$ cat config.mk
export PLATFORM = sky130hd
export DESIGN_NAME = fuse_read_seq
export DESIGN_NICKNAME = d
export VERILOG_FILES = /design/src/rtl/fuse_seq_pkg.sv /design/src/rtl/fuse_pwr_seq.sv /design/src/rtl/fuse_byte_rd.sv /design/src/rtl/fuse_read_seq.sv
export SDC_FILE = /design/constraint.sdc
export NUM_CORES = 1
export LEC_CHECK = 0
export BUFFER_PORTS_ARGS = -buffer_cell sky130_fd_sc_hd__buf_4
export CORE_UTILIZATION = 50
export CTS_BUF_LIST = sky130_fd_sc_hd__clkbuf_8
export CTS_CLUSTER_SIZE = 30
export DETAILED_ROUTE_END_ITERATION = 10
export PLACE_DENSITY = 0.78
export SLEW_MARGIN = 40
export SYNTH_ARGS = -nofsm -noshare
export SYNTH_HDL_FRONTEND = slang
export SYNTH_SLANG_ARGS = --single-unit
export TNS_END_PERCENT = 30
$ cat constraint.sdc
create_clock -name clk -period 3.3 [get_ports clk]
set_input_delay 0.66 -clock clk [delete_from_list [all_inputs] [get_ports clk]]
set_output_delay 0.66 -clock clk [all_outputs]
set_load 0.005 [all_outputs]
$ cat src/rtl/fuse_seq_pkg.sv
package fuse_seq_pkg;

  typedef enum logic [2:0] {
    T_IDLE, T_BANK_CMP, T_BANK_WR, T_BANK_CHK,
    T_PWR_UP, T_ISSUE, T_WAIT_RD, T_PWR_DN
  } top_st_t;

  typedef enum logic [3:0] {
    P_OFF, P_U_WM, P_U_E1, P_U_WT, P_U_E2, P_U_ISO,
    P_ON, P_D_ISO, P_D_E2, P_D_WT, P_D_E1, P_D_WM
  } pwr_st_t;

  typedef enum logic {B_IDLE, B_WAIT} rd_st_t;

  // Width that can hold values 0..n
  function automatic int unsigned cnt_width(input int unsigned n);
    return (n < 2) ? 1 : $clog2(n + 1);
  endfunction

endpackage

$ cat src/rtl/fuse_pwr_seq.sv
module fuse_pwr_seq
  import fuse_seq_pkg::*;
#(
  parameter int unsigned DLY_CYC = 250000
) (
  input  logic clk,
  input  logic rst_n,
  input  logic up_i,
  input  logic dn_i,
  output logic wmask_o,
  output logic en1_o,
  output logic en2_o,
  output logic iso_o,
  output logic done_o
);
  localparam int unsigned DW = cnt_width(DLY_CYC);
  localparam logic [DW-1:0] DLAST = DW'(DLY_CYC - 1);

  pwr_st_t        st;
  logic [DW-1:0]  dcnt;
  logic           wait_end;

  assign wait_end = (dcnt == DLAST);

  always_ff @(posedge clk or negedge rst_n) begin
    if (!rst_n) begin
      st <= P_OFF; dcnt <= '0; done_o <= 1'b0;
      wmask_o <= 1'b0; en1_o <= 1'b0; en2_o <= 1'b0; iso_o <= 1'b1;
    end else begin
      done_o <= 1'b0;
      case (st)
        P_OFF:   if (up_i) st <= P_U_WM;
        P_U_WM:  begin wmask_o <= 1'b1; st <= P_U_E1; end
        P_U_E1:  begin en1_o <= 1'b1; dcnt <= '0; st <= P_U_WT; end
        P_U_WT:  if (wait_end) st <= P_U_E2; else dcnt <= dcnt + 1'b1;
        P_U_E2:  begin en2_o <= 1'b1; st <= P_U_ISO; end
        P_U_ISO: begin iso_o <= 1'b0; done_o <= 1'b1; st <= P_ON; end
        P_ON:    if (dn_i) st <= P_D_ISO;
        P_D_ISO: begin iso_o <= 1'b1; st <= P_D_E2; end
        P_D_E2:  begin en2_o <= 1'b0; dcnt <= '0; st <= P_D_WT; end
        P_D_WT:  if (wait_end) st <= P_D_E1; else dcnt <= dcnt + 1'b1;
        P_D_E1:  begin en1_o <= 1'b0; st <= P_D_WM; end
        P_D_WM:  begin wmask_o <= 1'b0; done_o <= 1'b1; st <= P_OFF; end
        default: st <= P_OFF;
      endcase
    end
  end
endmodule

$ cat src/rtl/fuse_byte_rd.sv
module fuse_byte_rd
  import fuse_seq_pkg::*;
#(
  parameter int unsigned AW        = 11,
  parameter int unsigned POLL_CYC  = 250,
  parameter int unsigned TMO_POLLS = 1000000
) (
  input  logic          clk,
  input  logic          rst_n,
  input  logic          go_i,
  input  logic [AW-1:0] addr_i,
  input  logic          rdy_i,
  input  logic [7:0]    din_i,
  output logic          req_o,
  output logic [AW-1:0] addr_o,
  output logic          valid_o,
  output logic [7:0]    data_o,
  output logic          ok_o,
  output logic          tmo_o,
  output logic          poll_tick_o
);
  localparam int unsigned PW = cnt_width(POLL_CYC);
  localparam int unsigned TW = cnt_width(TMO_POLLS);
  localparam logic [PW-1:0] PLAST = PW'(POLL_CYC - 1);
  localparam logic [TW-1:0] TLAST = TW'(TMO_POLLS - 1);

  rd_st_t         st;
  logic [PW-1:0]  pcnt;
  logic [TW-1:0]  tries;
  logic           tries_out;

  assign poll_tick_o = (st == B_WAIT) && (pcnt == PLAST);
  assign tries_out   = (tries == TLAST);

  always_ff @(posedge clk or negedge rst_n) begin
    if (!rst_n) begin
      st <= B_IDLE; pcnt <= '0; tries <= '0; req_o <= 1'b0;
      addr_o <= '0; valid_o <= 1'b0; data_o <= '0; ok_o <= 1'b0; tmo_o <= 1'b0;
    end else begin
      valid_o <= 1'b0; ok_o <= 1'b0; tmo_o <= 1'b0;
      case (st)
        B_IDLE: if (go_i) begin
          req_o <= 1'b1; addr_o <= addr_i; pcnt <= '0; tries <= '0; st <= B_WAIT;
        end
        B_WAIT: if (poll_tick_o) begin
          pcnt <= '0;
          if (rdy_i) begin
            req_o <= 1'b0; valid_o <= 1'b1; data_o <= din_i; ok_o <= 1'b1; st <= B_IDLE;
          end else if (tries_out) begin
            req_o <= 1'b0; tmo_o <= 1'b1; st <= B_IDLE;
          end else begin
            tries <= tries + 1'b1;
          end
        end else begin
          pcnt <= pcnt + 1'b1;
        end
        default: st <= B_IDLE;
      endcase
    end
  end
endmodule

$ cat src/rtl/fuse_read_seq.sv
module fuse_read_seq
  import fuse_seq_pkg::*;
#(
  parameter int unsigned AW        = 11,
  parameter int unsigned CW        = 12,
  parameter int unsigned BW        = 1,
  parameter int unsigned DLY_CYC   = 250000,
  parameter int unsigned POLL_CYC  = 250,
  parameter int unsigned TMO_POLLS = 1000000
) (
  input  logic          clk,
  input  logic          rst_n,
  input  logic          start_i,
  input  logic [AW-1:0] start_addr_i,
  input  logic [CW-1:0] count_i,
  input  logic [BW-1:0] bank_i,
  input  logic [BW-1:0] bank_q_i,
  output logic          bank_we_o,
  output logic [BW-1:0] bank_d_o,
  output logic          wmask_dis_o,
  output logic          pwr_en1_o,
  output logic          pwr_en2_o,
  output logic          iso_o,
  output logic          fuse_req_o,
  output logic [AW-1:0] fuse_addr_o,
  input  logic          fuse_rdy_i,
  input  logic [7:0]    fuse_data_i,
  output logic          byte_valid_o,
  output logic [AW-1:0] byte_addr_o,
  output logic [7:0]    byte_data_o,
  output logic          busy_o,
  output logic          done_o,
  output logic          err_o
);
  top_st_t        st;
  logic [AW-1:0]  cur_addr;
  logic [CW-1:0]  remain;
  logic [BW-1:0]  bank_r;
  logic           fail_r;

  // Named internal events
  logic up_req, dn_req, pwr_done, rd_go, rd_ok, rd_tmo, poll_tick, last_byte, bank_match;

  assign up_req     = (st == T_PWR_UP);
  assign dn_req     = (st == T_PWR_DN);
  assign rd_go      = (st == T_ISSUE);
  assign last_byte  = (remain == CW'(1));
  assign bank_match = (bank_q_i == bank_r);
  assign busy_o     = (st != T_IDLE);
  assign bank_d_o   = bank_r;
  assign byte_addr_o = fuse_addr_o;

  fuse_pwr_seq #(.DLY_CYC(DLY_CYC)) u_pwr (
    .clk(clk), .rst_n(rst_n), .up_i(up_req), .dn_i(dn_req),
    .wmask_o(wmask_dis_o), .en1_o(pwr_en1_o), .en2_o(pwr_en2_o),
    .iso_o(iso_o), .done_o(pwr_done)
  );

  fuse_byte_rd #(.AW(AW), .POLL_CYC(POLL_CYC), .TMO_POLLS(TMO_POLLS)) u_rd (
    .clk(clk), .rst_n(rst_n), .go_i(rd_go), .addr_i(cur_addr),
    .rdy_i(fuse_rdy_i), .din_i(fuse_data_i), .req_o(fuse_req_o),
    .addr_o(fuse_addr_o), .valid_o(byte_valid_o), .data_o(byte_data_o),
    .ok_o(rd_ok), .tmo_o(rd_tmo), .poll_tick_o(poll_tick)
  );

  always_ff @(posedge clk or negedge rst_n) begin
    if (!rst_n) begin
      st <= T_IDLE; cur_addr <= '0; remain <= '0; bank_r <= '0;
      fail_r <= 1'b0; bank_we_o <= 1'b0; done_o <= 1'b0; err_o <= 1'b0;
    end else begin
      bank_we_o <= 1'b0; done_o <= 1'b0; err_o <= 1'b0;
      case (st)
        T_IDLE: if (start_i) begin
          if (count_i == '0) begin
            done_o <= 1'b1;
          end else begin
            cur_addr <= start_addr_i; remain <= count_i; bank_r <= bank_i;
            fail_r <= 1'b0; st <= T_BANK_CMP;
          end
        end
        T_BANK_CMP: if (bank_match) st <= T_PWR_UP;
                    else begin bank_we_o <= 1'b1; st <= T_BANK_WR; end
        T_BANK_WR:  st <= T_BANK_CHK;
        T_BANK_CHK: if (bank_match) st <= T_PWR_UP;
                    else begin err_o <= 1'b1; st <= T_IDLE; end
        T_PWR_UP:   if (pwr_done) st <= T_ISSUE;
        T_ISSUE:    st <= T_WAIT_RD;
        T_WAIT_RD: begin
          if (rd_tmo) begin
            fail_r <= 1'b1; st <= T_PWR_DN;
          end else if (rd_ok) begin
            if (last_byte) st <= T_PWR_DN;
            else begin
              cur_addr <= cur_addr + 1'b1; remain <= remain - 1'b1; st <= T_ISSUE;
            end
          end
        end
        T_PWR_DN: if (pwr_done) begin
          done_o <= !fail_r; err_o <= fail_r; st <= T_IDLE;
        end
        default: st <= T_IDLE;
      endcase
    end
  end
endmodule

## Word-level counts from Yosys, hierarchy flattened

Index checks and enable logic that the tools add are counted.

- Flip-flop bits (word level): 109
- Bits in latches: 0
- RAM bits: 0
- Bits in read-only memories: 0
- Input port bits: 37
- Output and inout port bits: 41
- Logic and storage cells: 168
- Memories: 0

- $add $sub $neg: 5
- Multipliers: 0
- Div/mod/pow operators: 0
- Magnitude comparators: 0
- Eq/ne operators: 42
- Shift-type cells: 0
- Muxes and demuxes: 71
- Bitwise gates (word level): 2
- Reductions and logical operators: 25

Operators by type and width:

| operator | number |
|---|---|
| 2-to-1 mux 20 bit | 4 |
| 2-to-1 mux 12 bit | 5 |
| 2-to-1 mux 11 bit | 5 |
| one-hot mux 4 bit (11 select lines) | 1 |
| one-hot mux 20 bit (2 select lines) | 1 |
| one-hot mux 18 bit (2 select lines) | 1 |
| 2-to-1 mux 1 bit | 25 |
| 2-to-1 mux 3 bit | 8 |
| one-hot mux 12 bit (2 select lines) | 1 |
| one-hot mux 3 bit (8 select lines) | 1 |
| inequality test 2 bit, second input constant | 11 |
| one-hot mux 11 bit (2 select lines) | 1 |
| adder 20 x 1 -> 20 bit, second input constant | 1 |
| == test 20 bit, second input constant | 1 |
| adder 18 x 1 -> 18 bit, second input constant | 1 |
| == test 18 bit, second input constant | 1 |
| 2-to-1 mux 18 bit | 1 |
| one-hot mux 1 bit (2 select lines) | 9 |
| == test 4 x 3 -> 1 bit, second input constant | 4 |
| == test 4 bit, second input constant | 4 |
| 2-to-1 mux 4 bit | 4 |
| 2-to-1 mux 8 bit | 2 |
| one-hot mux 8 bit (2 select lines) | 1 |
| == test 12 x 1 -> 1 bit, second input constant | 1 |
| other kinds (28) | 51 |

## Longest topological paths before layout

Gate-level depths: netlist of run 1.

- Depth after elaboration: 5
- Mapped depth: 8
- Gate-level depth less buffers: 7

## Cells and area by module

Synthesis of run 1 repeated with hierarchy kept, for this count alone.

- Cell total of the unflattened synthesis: 665
- Area total of the unflattened synthesis: 6100.9 µm²

By module, submodules not included:

| module | times used | cells an instance | area each (µm²) |
|---|---|---|---|
| fuse_byte_rd | 1 | 273 | 2598.7 |
| fuse_read_seq | 1 | 230 | 2009.4 |
| fuse_pwr_seq | 1 | 162 | 1492.7 |

## Worst setup path before layout of run 1

No wires, ideal clock.

- Kind: input-to-reg
- Start point: input start_i
- End point: register remain[6]
- Library setup time: 129 ps
- Data arrival time: 1966 ps
- Required time: 3171 ps
- Path slack: 1205 ps
- Cell stages on the path: 6
- Cell sequence: or4b_1 a31oi_2 a21oi_2 buf_2 o21ai_0 o21ai_0

- Word-level cells in the longest chain between the ends: 2

Ends and longest elaborated chain:

| what | RTL line | RTL |
|---|---|---|
| start, declared | fuse_read_seq.sv:13 | `input logic start_i,` |
| inequality test 2 bit (no source line) | n/a |  |
| AND reduction 6 bit (no source line) | n/a |  |
| end signal, assigned | fuse_read_seq.sv:77 | `cur_addr <= start_addr_i; remain <= count_i; bank_r <= bank_i;` |
| end, declared | fuse_read_seq.sv:37 | `logic [CW-1:0] remain;` |

No other way between the ends.
A chain may end at the register's enable or synchronous reset.

## Worst setup path in the final report of run 1

- Start point: register u_rd.pcnt[1]
- End point: register u_rd.tries[17]

- Word-level cells in the longest chain between the ends: 4

Ends and longest elaborated chain:

| what | RTL line | RTL |
|---|---|---|
| start, declared | fuse_byte_rd.sv:28 | `logic [PW-1:0] pcnt;` |
| start signal, assigned | fuse_byte_rd.sv:55 | `pcnt <= pcnt + 1'b1;` |
| == test 8 bit | fuse_byte_rd.sv:32 | `assign poll_tick_o = (st == B_WAIT) && (pcnt == PLAST);` |
| logical AND 1 bit | fuse_byte_rd.sv:32 |  |
| inequality test 2 bit (no source line) | n/a |  |
| AND reduction 4 bit (no source line) | n/a |  |
| end signal, assigned | fuse_byte_rd.sv:52 | `tries <= tries + 1'b1;` |
| end, declared | fuse_byte_rd.sv:29 | `logic [TW-1:0] tries;` |

No other way between the ends.

==> results by group, run 1 <==
STA
  – Setup WS post-layout: roughly 0.83 ns
  – Rel. slew slack: 0.529
  – Final setup TNS: 0 ns
  – Actual slew at the worst max-slew pin: 0.701 ns
  – Max-slew violations: 0
  – RSZ-0062 raised after global routing: false
  – Clock Skews: ~0.0091 ns
  – Setup violators final: 0
  – Tcrit/Tclk final: 0.748
  – Hold Violations, Final: 0
  – Peak Freq: 405 MHz
  – Fin crit period: 2.47 ns

Yosys
  – Main synth FF type: dfrtp_1
  – Seq/Total Area, Yosys: 0.473
  – Avg Inst Size Synth: about 9 µm²
  – Seq cells post-synth: between 100 and 150
  – Netlist cell types: 62
  – Post-synth ARST share: 1.00
  – Syn nets: between 600 and 700
  – Synth Instances: 635
  – Ys Warns: 0
  – Syn Std Cell Area: roughly 5800 µm²
  – Post-synth EDFFs: 0

Cells and area
  – Fillcell total: between 900 and 1000
  – Final core utilization: 0.593
  – Area of the multi-input gates: between 2000 and 3000 µm²
  – Storage element area: 2730 µm²
  – Fraction of layout cells with a size suffix above 1: 0.176
  – # nets final: 732
  – ANT cells: 0
  – Area growth syn-to-layout: 13.5%

Worst setup path
  – CP Max Fanout: 15
  – Worst EP arrival: about 2.8 ns
  – Worst EP required: 3.62 ns
  – Crit start category: flop
  – Worst Path Buf+Inv: 1
  – Cells along the critical path: inv_1, ha_1, nand2_1, o31ai_4, nand4_2, or4_1, a21oi_1
  – CP Class: reg -> reg
  – Slowest library cell on the worst path: or4_1
  – Worst path max stage delay: 0.57 ns
  – Crit end category: flop
  – Cell family with most CP delay: simple AND/OR/NAND/NOR gates
  – R2R Setup Slk: around 0.83 ns

Route
  – Antenna Nets Post-Route: 0
  – DR vias/cell: between 6 and 7
  – DR vias: between 5000 and 6000
  – Post-Route WL: about 13 mm
  – First drt pass iteration count: 6
  – Initial DRC Count: 410
  – Drt wl/cell: approximately 16 µm
  – DRC: 0

Global routing
  – Initial antenna violation count: 0
  – Largest net degree at the start of global routing: 65
  – Remaining Overflow, GRT: 0
  – GRT Total Usage: 0.235
  – First-pass GRT wire length: about 22 mm
  – Vias in the first global route: between 4000 and 5000

Clocking
  – Bufs on Longest Clock Path: 2
  – CTS Root Cell: clkbuf_8
  – # hold bufs at CTS: 0
  – CTS Buf Count: 9
  – Setup repair bufs after CTS: 0
  – Clk sink count: 109
  – CTS tree: done
  – Post-CTS Resized: 0
  – H-tree depth: 3
  – Clk pin slew, worst setup/hold paths: between 0.1 and 0.15 ns
  – Clk_lat worst skew: 0.40 ns

Die
  – # IOs: 78
  – Die Y: between 100 and 150 µm
  – Rows: 38
  – Die area: 12000 µm²
  – Starting density of the core: 0.523
  – Die X: between 100 and 150 µm
  – Core Box Area: approximately 11000 µm²

Min path
  – Hold Crit Class: in -> async

Run status
  – Outcome: complete, no violations

Job
  – Max Cap Viol: 0

Place
  – Pre-CTS WS: approximately 0.85 ns
  – GP Congestion: ~0.87
  – HPWL after detailed placement: 9.17 mm
  – IO buf count: 77

Pwr
  – VDD IR-drop max: roughly 0.49 mV
  – Power density cells: 569 nW/µm²
  – Power, Total: about 0.0037 W
  – P_leak: approximately 3 nW
flip-flops by register name (all words and copies together) (netlist names), 3 cells and up:
signal       count
cur_addr        11
remain          12
u_rd.addr_o     11
u_rd.tries      20
u_rd.pcnt        8
u_pwr.dcnt      18
u_pwr.st         4
u_rd.data_o      8
st               3
kinds of logic after synthesis:
family          Yosys count  synth area share
compound gates          168             0.180
xor+xnor                  8            0.0122
fa+ha+maj                 7            0.0152
buf+inv                  55            0.0471
flops                   109             0.473
mux                      13            0.0243
simple gates            275             0.247
Yosys cell counts, types with 14 or more instances:
| master | number | share of area |
|---|---|---|
| nand4_1 | 14 | 0.015 |
| or4_1 | 14 | 0.018 |
| dfrtp_1 | 108 | 0.47 |
| o31ai_1 | 19 | 0.025 |
| clkbuf_1 | 23 | 0.015 |
| a21oi_1 | 42 | 0.036 |
| nor2_1 | 36 | 0.023 |
| nand3_1 | 28 | 0.024 |
| nor3_1 | 14 | 0.012 |
| buf_4 | 14 | 0.018 |
| nand2_1 | 95 | 0.062 |
| o21ai_0 | 57 | 0.049 |
report_power, final:
group / internal [W] / total [W] / switching (W)
clock: 0.000288 / 0.000785 / 0.000497
sequential: 0.00156 / 0.00192 / 0.000353
combinational: 0.000442 / 0.00102 / 0.000578
path summary, 6_finish.rpt:
path	start	end	cells after the start
setup / recovery	u_rd.pcnt[1]$_DFFE_PN0P_	u_rd.tries[17]$_DFFE_PN0P_	7
hold / removal	rst_n	u_rd.tries[14]$_DFFE_PN0P_	1
setup reg to reg	u_rd.pcnt[1]$_DFFE_PN0P_	u_rd.tries[17]$_DFFE_PN0P_	7
hold reg to reg	u_pwr.iso_o$_DFFE_PN1P_	u_pwr.iso_o$_DFFE_PN1P_	2
max in group asynchronous	rst_n	u_pwr.iso_o$_DFFE_PN1P_	2
min in group clk	bank_i	bank_d_o$_DFFE_PN0P_	3
cell type report:
class	instances	share of cell area
clock inverter	7	0.00860
multi-input combinational	471	0.423
tap	140	0.0268
sequential	109	0.417
clock buffer	9	0.0189
inverter	13	0.00746
timing repair buffer	84	0.0983
cells in the final DEF (no fill, tap or decap), types with 4 or more instances in the layout:
cell,instances
nor4_1,10
o22ai_1,4
nand4_1,14
o21ai_0,57
o211ai_1,4
a21oi_1,42
clkbuf_8,9
buf_4,83
xor2_1,6
nand2_1,95
or4_1,14
o311ai_0,4
mux2i_1,5
and3_1,13
inv_1,13
dfrtp_1,108
a31oi_1,9
and2_1,5
or3_1,9
mux2_2,8
nand3_1,28
ha_1,7
inv_6,4
nor2_1,36
a22oi_1,4
o31ai_1,19
nand2b_1,9
nor3_1,14
nor3b_1,4
metrics by stage:
step	hold WS, ns	cells	cell area [µm²]
6_report	0.257	833	6550
4_1_cts	0.270	833	6540
2_1_floorplan	0.364	635	5760
5_1_grt	0.302	833	6550
3_3_place_gp	0.451	817	6360
3_5_place_dp	0.476	817	6360
per-layer routing:
layer	share of wire	vias to the layer above	global-route usage
met3	0.059	22	0.0676
li1	-	2424	-
met5	0	-	0
met2	0.47	149	0.366
met4	0.019	0	0.0886
met1	0.45	2455	0.313
No activity file was read; power rests on OpenSTA's default activity.
==> inputs of run 2 (changes only) <==
--- a/config.mk
+++ b/config.mk
@@ -10,7 +10,7 @@
 export CTS_BUF_LIST = sky130_fd_sc_hd__clkbuf_8
 export CTS_CLUSTER_SIZE = 30
 export DETAILED_ROUTE_END_ITERATION = 10
-export PLACE_DENSITY = 0.78
+export PLACE_DENSITY = 0.81
 export SLEW_MARGIN = 40
 export SYNTH_ARGS = -nofsm -noshare
 export SYNTH_HDL_FRONTEND = slang
==> constraint.sdc (replaced) <==
create_clock -name clk -period 2.1 [get_ports clk]
set_input_delay 0.42 -clock clk [delete_from_list [all_inputs] [get_ports clk]]
set_output_delay 0.42 -clock clk [all_outputs]
set_load 0.005 [all_outputs]
==> run 2 against run 1 <==
  * The run now ends with negative setup slack left
  * Critical endpoint is now u_rd.tries[11]$_DFFE_PN0P_
  * Clock skew rose by 0.0044 ns
  * Routed wire length rose by 8.8%
  * Sequential share of layout area fell by 2.5 points
  * Final area rose by 6.4%
  * Worst hold slack got worse by 0.041 ns
  * Non-clock buffer count rose by 39
  * Worst setup slack got worse by 0.95 ns
  * Count of clock-buffer cells in the layout rose by 1
==> results by group, run 2 (synthesis gave the netlist of run 1 again) <==
Run status
  – Outcome: finished, violations left (was complete, no violations)
  – Failing checks: negative setup slack

Worst setup path
  – Cell family with most CP delay: simple AND/OR/NAND/NOR gates (unchanged)
  – Worst EP arrival: 2.50 ns (was 2.79 ns)
  – Crit end category: flop (unchanged)
  – Most used cell, CP: buf_4
  – R2R Setup Slk: -0.12 ns (was 0.83 ns)
  – Worst EP required: 2.38 ns (was 3.62 ns)
  – Slowest library cell on the worst path: nor4bb_1 (was or4_1)
  – Worst Path Buf+Inv: 2 (was 1)
  – CP Max Fanout: 15 (unchanged)
  – Worst path max stage delay: 0.49 ns (was 0.57 ns)
  – CP Class: reg -> reg (unchanged)
  – Crit start category: flop (unchanged)
  – Cells along the critical path: nor4bb_1, nand4_1, buf_4, nor4_2, buf_4, or4_1, a21oi_2 (was inv_1, ha_1, nand2_1, o31ai_4, nand4_2, or4_1, a21oi_1)

Die
  – Die X: 109 µm (unchanged)
  – Core Box Area: 11000 µm² (unchanged)
  – Rows: 38 (unchanged)
  – # IOs: 78 (unchanged)
  – Die Y: 109 µm (unchanged)
  – Die area: 12000 µm² (unchanged)
  – Starting density of the core: 0.523 (unchanged)

Cells and area
  – Fraction of layout cells with a size suffix above 1: 0.233 (was 0.176)
  – Area of the multi-input gates: 2860 µm² (was 2770 µm²)
  – Commonest non-fill, non-tap cells in the layout: buf_4, dfrtp_1, nand2_1 (was dfrtp_1, nand2_1, buf_4)
  – Post-route cell area: 6960 µm² (was 6550 µm²)
  – Fillcell total: 909 (was 965)
  – Commonest non-fill, non-tap cell in the layout: buf_4 (was dfrtp_1)
  – # nets final: 773 (was 732)
  – Most flops, register: u_rd.tries (unchanged)
  – Storage element area: 2730 µm² (unchanged)
  – Max reg flops: 20 (unchanged)
  – ANT cells: 0 (unchanged)
  – Final core utilization: 0.631 (was 0.593)
  – Area growth syn-to-layout: 20.8% (was 13.5%)
  – Largest regs: u_rd.tries: 20 flops, u_pwr.dcnt: 18 flops, remain: 12 flops (unchanged)

Pwr
  – Power density cells: 876 nW/µm² (was 569 nW/µm²)
  – Power, Total: 0.00610 W (was 0.00372 W)
  – P_leak: 3.16 nW (was 2.95 nW)
  – VDD IR-drop max: 0.677 mV (was 0.485 mV)

STA
  – RSZ-0062 raised after global routing: true (was false)
  – Setup WS post-layout: -0.115 ns (was 0.831 ns)
  – Rel. slew slack: 0.533 (was 0.529)
  – Peak Freq: 451 MHz (was 405 MHz)
  – Tcrit/Tclk final: 1.05 (was 0.748)
  – Actual slew at the worst max-slew pin: 0.694 ns (was 0.701 ns)
  – Clock Skews: 0.0135 ns (was 0.00913 ns)
  – Worst hold slack: 0.216 ns (was 0.257 ns)
  – Hold Violations, Final: 0 (unchanged)
  – Max-slew violations: 0 (unchanged)
  – Fin crit period: 2.22 ns (was 2.47 ns)
  – Setup violators final: 12 (was 0)

Clocking
  – CTS tree: done (unchanged)
  – CTS Buf Count: 9 (unchanged)
  – Bufs on Longest Clock Path: 2 (unchanged)
  – Clk pin slew, worst setup/hold paths: 0.10 ns (was 0.11 ns)
  – CTS Root Cell: clkbuf_8 (unchanged)
  – Clk sink count: 109 (unchanged)
  – H-tree depth: 3 (unchanged)
  – Clk_lat worst skew: 0.40 ns (about the same)

Route
  – Antenna Nets Post-Route: 0 (unchanged)
  – Initial DRC Count: 431 (was 410)
  – DR vias/cell: 6.10 (was 6.06)
  – DRC: 0 (unchanged)
  – First drt pass iteration count: 6 (unchanged)
  – Drt wl/cell: 16.4 µm (was 15.8 µm)
  – Post-Route WL: 14.3 mm (was 13.1 mm)
  – DR vias: 5328 (was 5050)

Place
  – Placed instance area: 6620 µm² (was 6360 µm²)
  – IO buf count: 77 (unchanged)
  – GP Congestion: 0.894 (was 0.866)
  – HPWL after detailed placement: 9.84 mm (was 9.17 mm)

Global routing
  – Initial antenna violation count: 0 (unchanged)
  – Largest net degree at the start of global routing: 46 (was 65)
  – First-pass GRT wire length: 22.7 mm (was 21.9 mm)
  – Vias in the first global route: 4931 (was 4750)
  – Remaining Overflow, GRT: 0 (unchanged)
  – GRT Total Usage: 0.242 (was 0.235)

Min path
  – Hold Crit Class: in -> reg (was in -> async)

Job
  – Max Cap Viol: 0 (unchanged)
==> run 2: final cells by class <==
class                           count  share of cell area
Clock inverter                      6             0.00647
Timing Repair Buffer              123               0.139
Clock buffer                       10              0.0198
Sequential cell                   109               0.392
Inverter                           13             0.00701
Tap cell                          140              0.0252
Multi-Input combinational cell    473               0.411
==> run 2: worst paths after layout <==
check / to / cells past startpoint / from
max: u_rd.tries[11]$_DFFE_PN0P_ / 7 / u_rd.tries[8]$_DFFE_PN0P_
min: bank_d_o$_DFFE_PN0P_ / 3 / bank_i
max reg2reg: u_rd.tries[11]$_DFFE_PN0P_ / 7 / u_rd.tries[8]$_DFFE_PN0P_
min reg2reg: u_pwr.iso_o$_DFFE_PN1P_ / 2 / u_pwr.iso_o$_DFFE_PN1P_
max in group asynchronous: u_pwr.dcnt[14]$_DFFE_PN0P_ / 3 / rst_n
min in group asynchronous: u_rd.tries[10]$_DFFE_PN0P_ / 2 / rst_n
==> run 2: power breakdown <==
part	internal, W	switching, W
Clock	0.000470	0.000755
Sequential	0.00246	0.000385
Combinational	0.000870	0.00116
==> run 2: worst register-to-register path: cells and delay by family, from the launching register on <==
kind / cells / cell delay [ns]
buf+inv: 2 / 0.45
flops: 1 / 0.45
compound gates: 1 / 0.06
simple gates: 4 / 1.15
==> run 2: what timing repair did <==
item                       CTS  global route
setup endpoints to repair    5            26
gates resized for setup      3            14
pin swaps                    0             5
buffers inserted             1             6
cloned                       0             2
hold buffers                 1             0
hold endpoints to repair    28             0
==> run 2: metrics by stage <==
step,instances,TNS [ns],worst slack [ns]
floorplan,635,0,0.0907
global placement,848,0,0.125
detailed placement,848,-0.0384,-0.0384
CTS,866,0,0.0299
global route,874,-1.96,-0.196
finish,874,-0.852,-0.115
==> run 2: layer usage <==
layer  wire length (µm)  share of wire  vias up  GRT usage
met5                  0              0        -          0
met4                256          0.018        0     0.0714
met3                868          0.061       24     0.0652
met2               6960           0.49      192      0.389
met1               6210           0.43     2601      0.321
li1                   -              -     2511          -
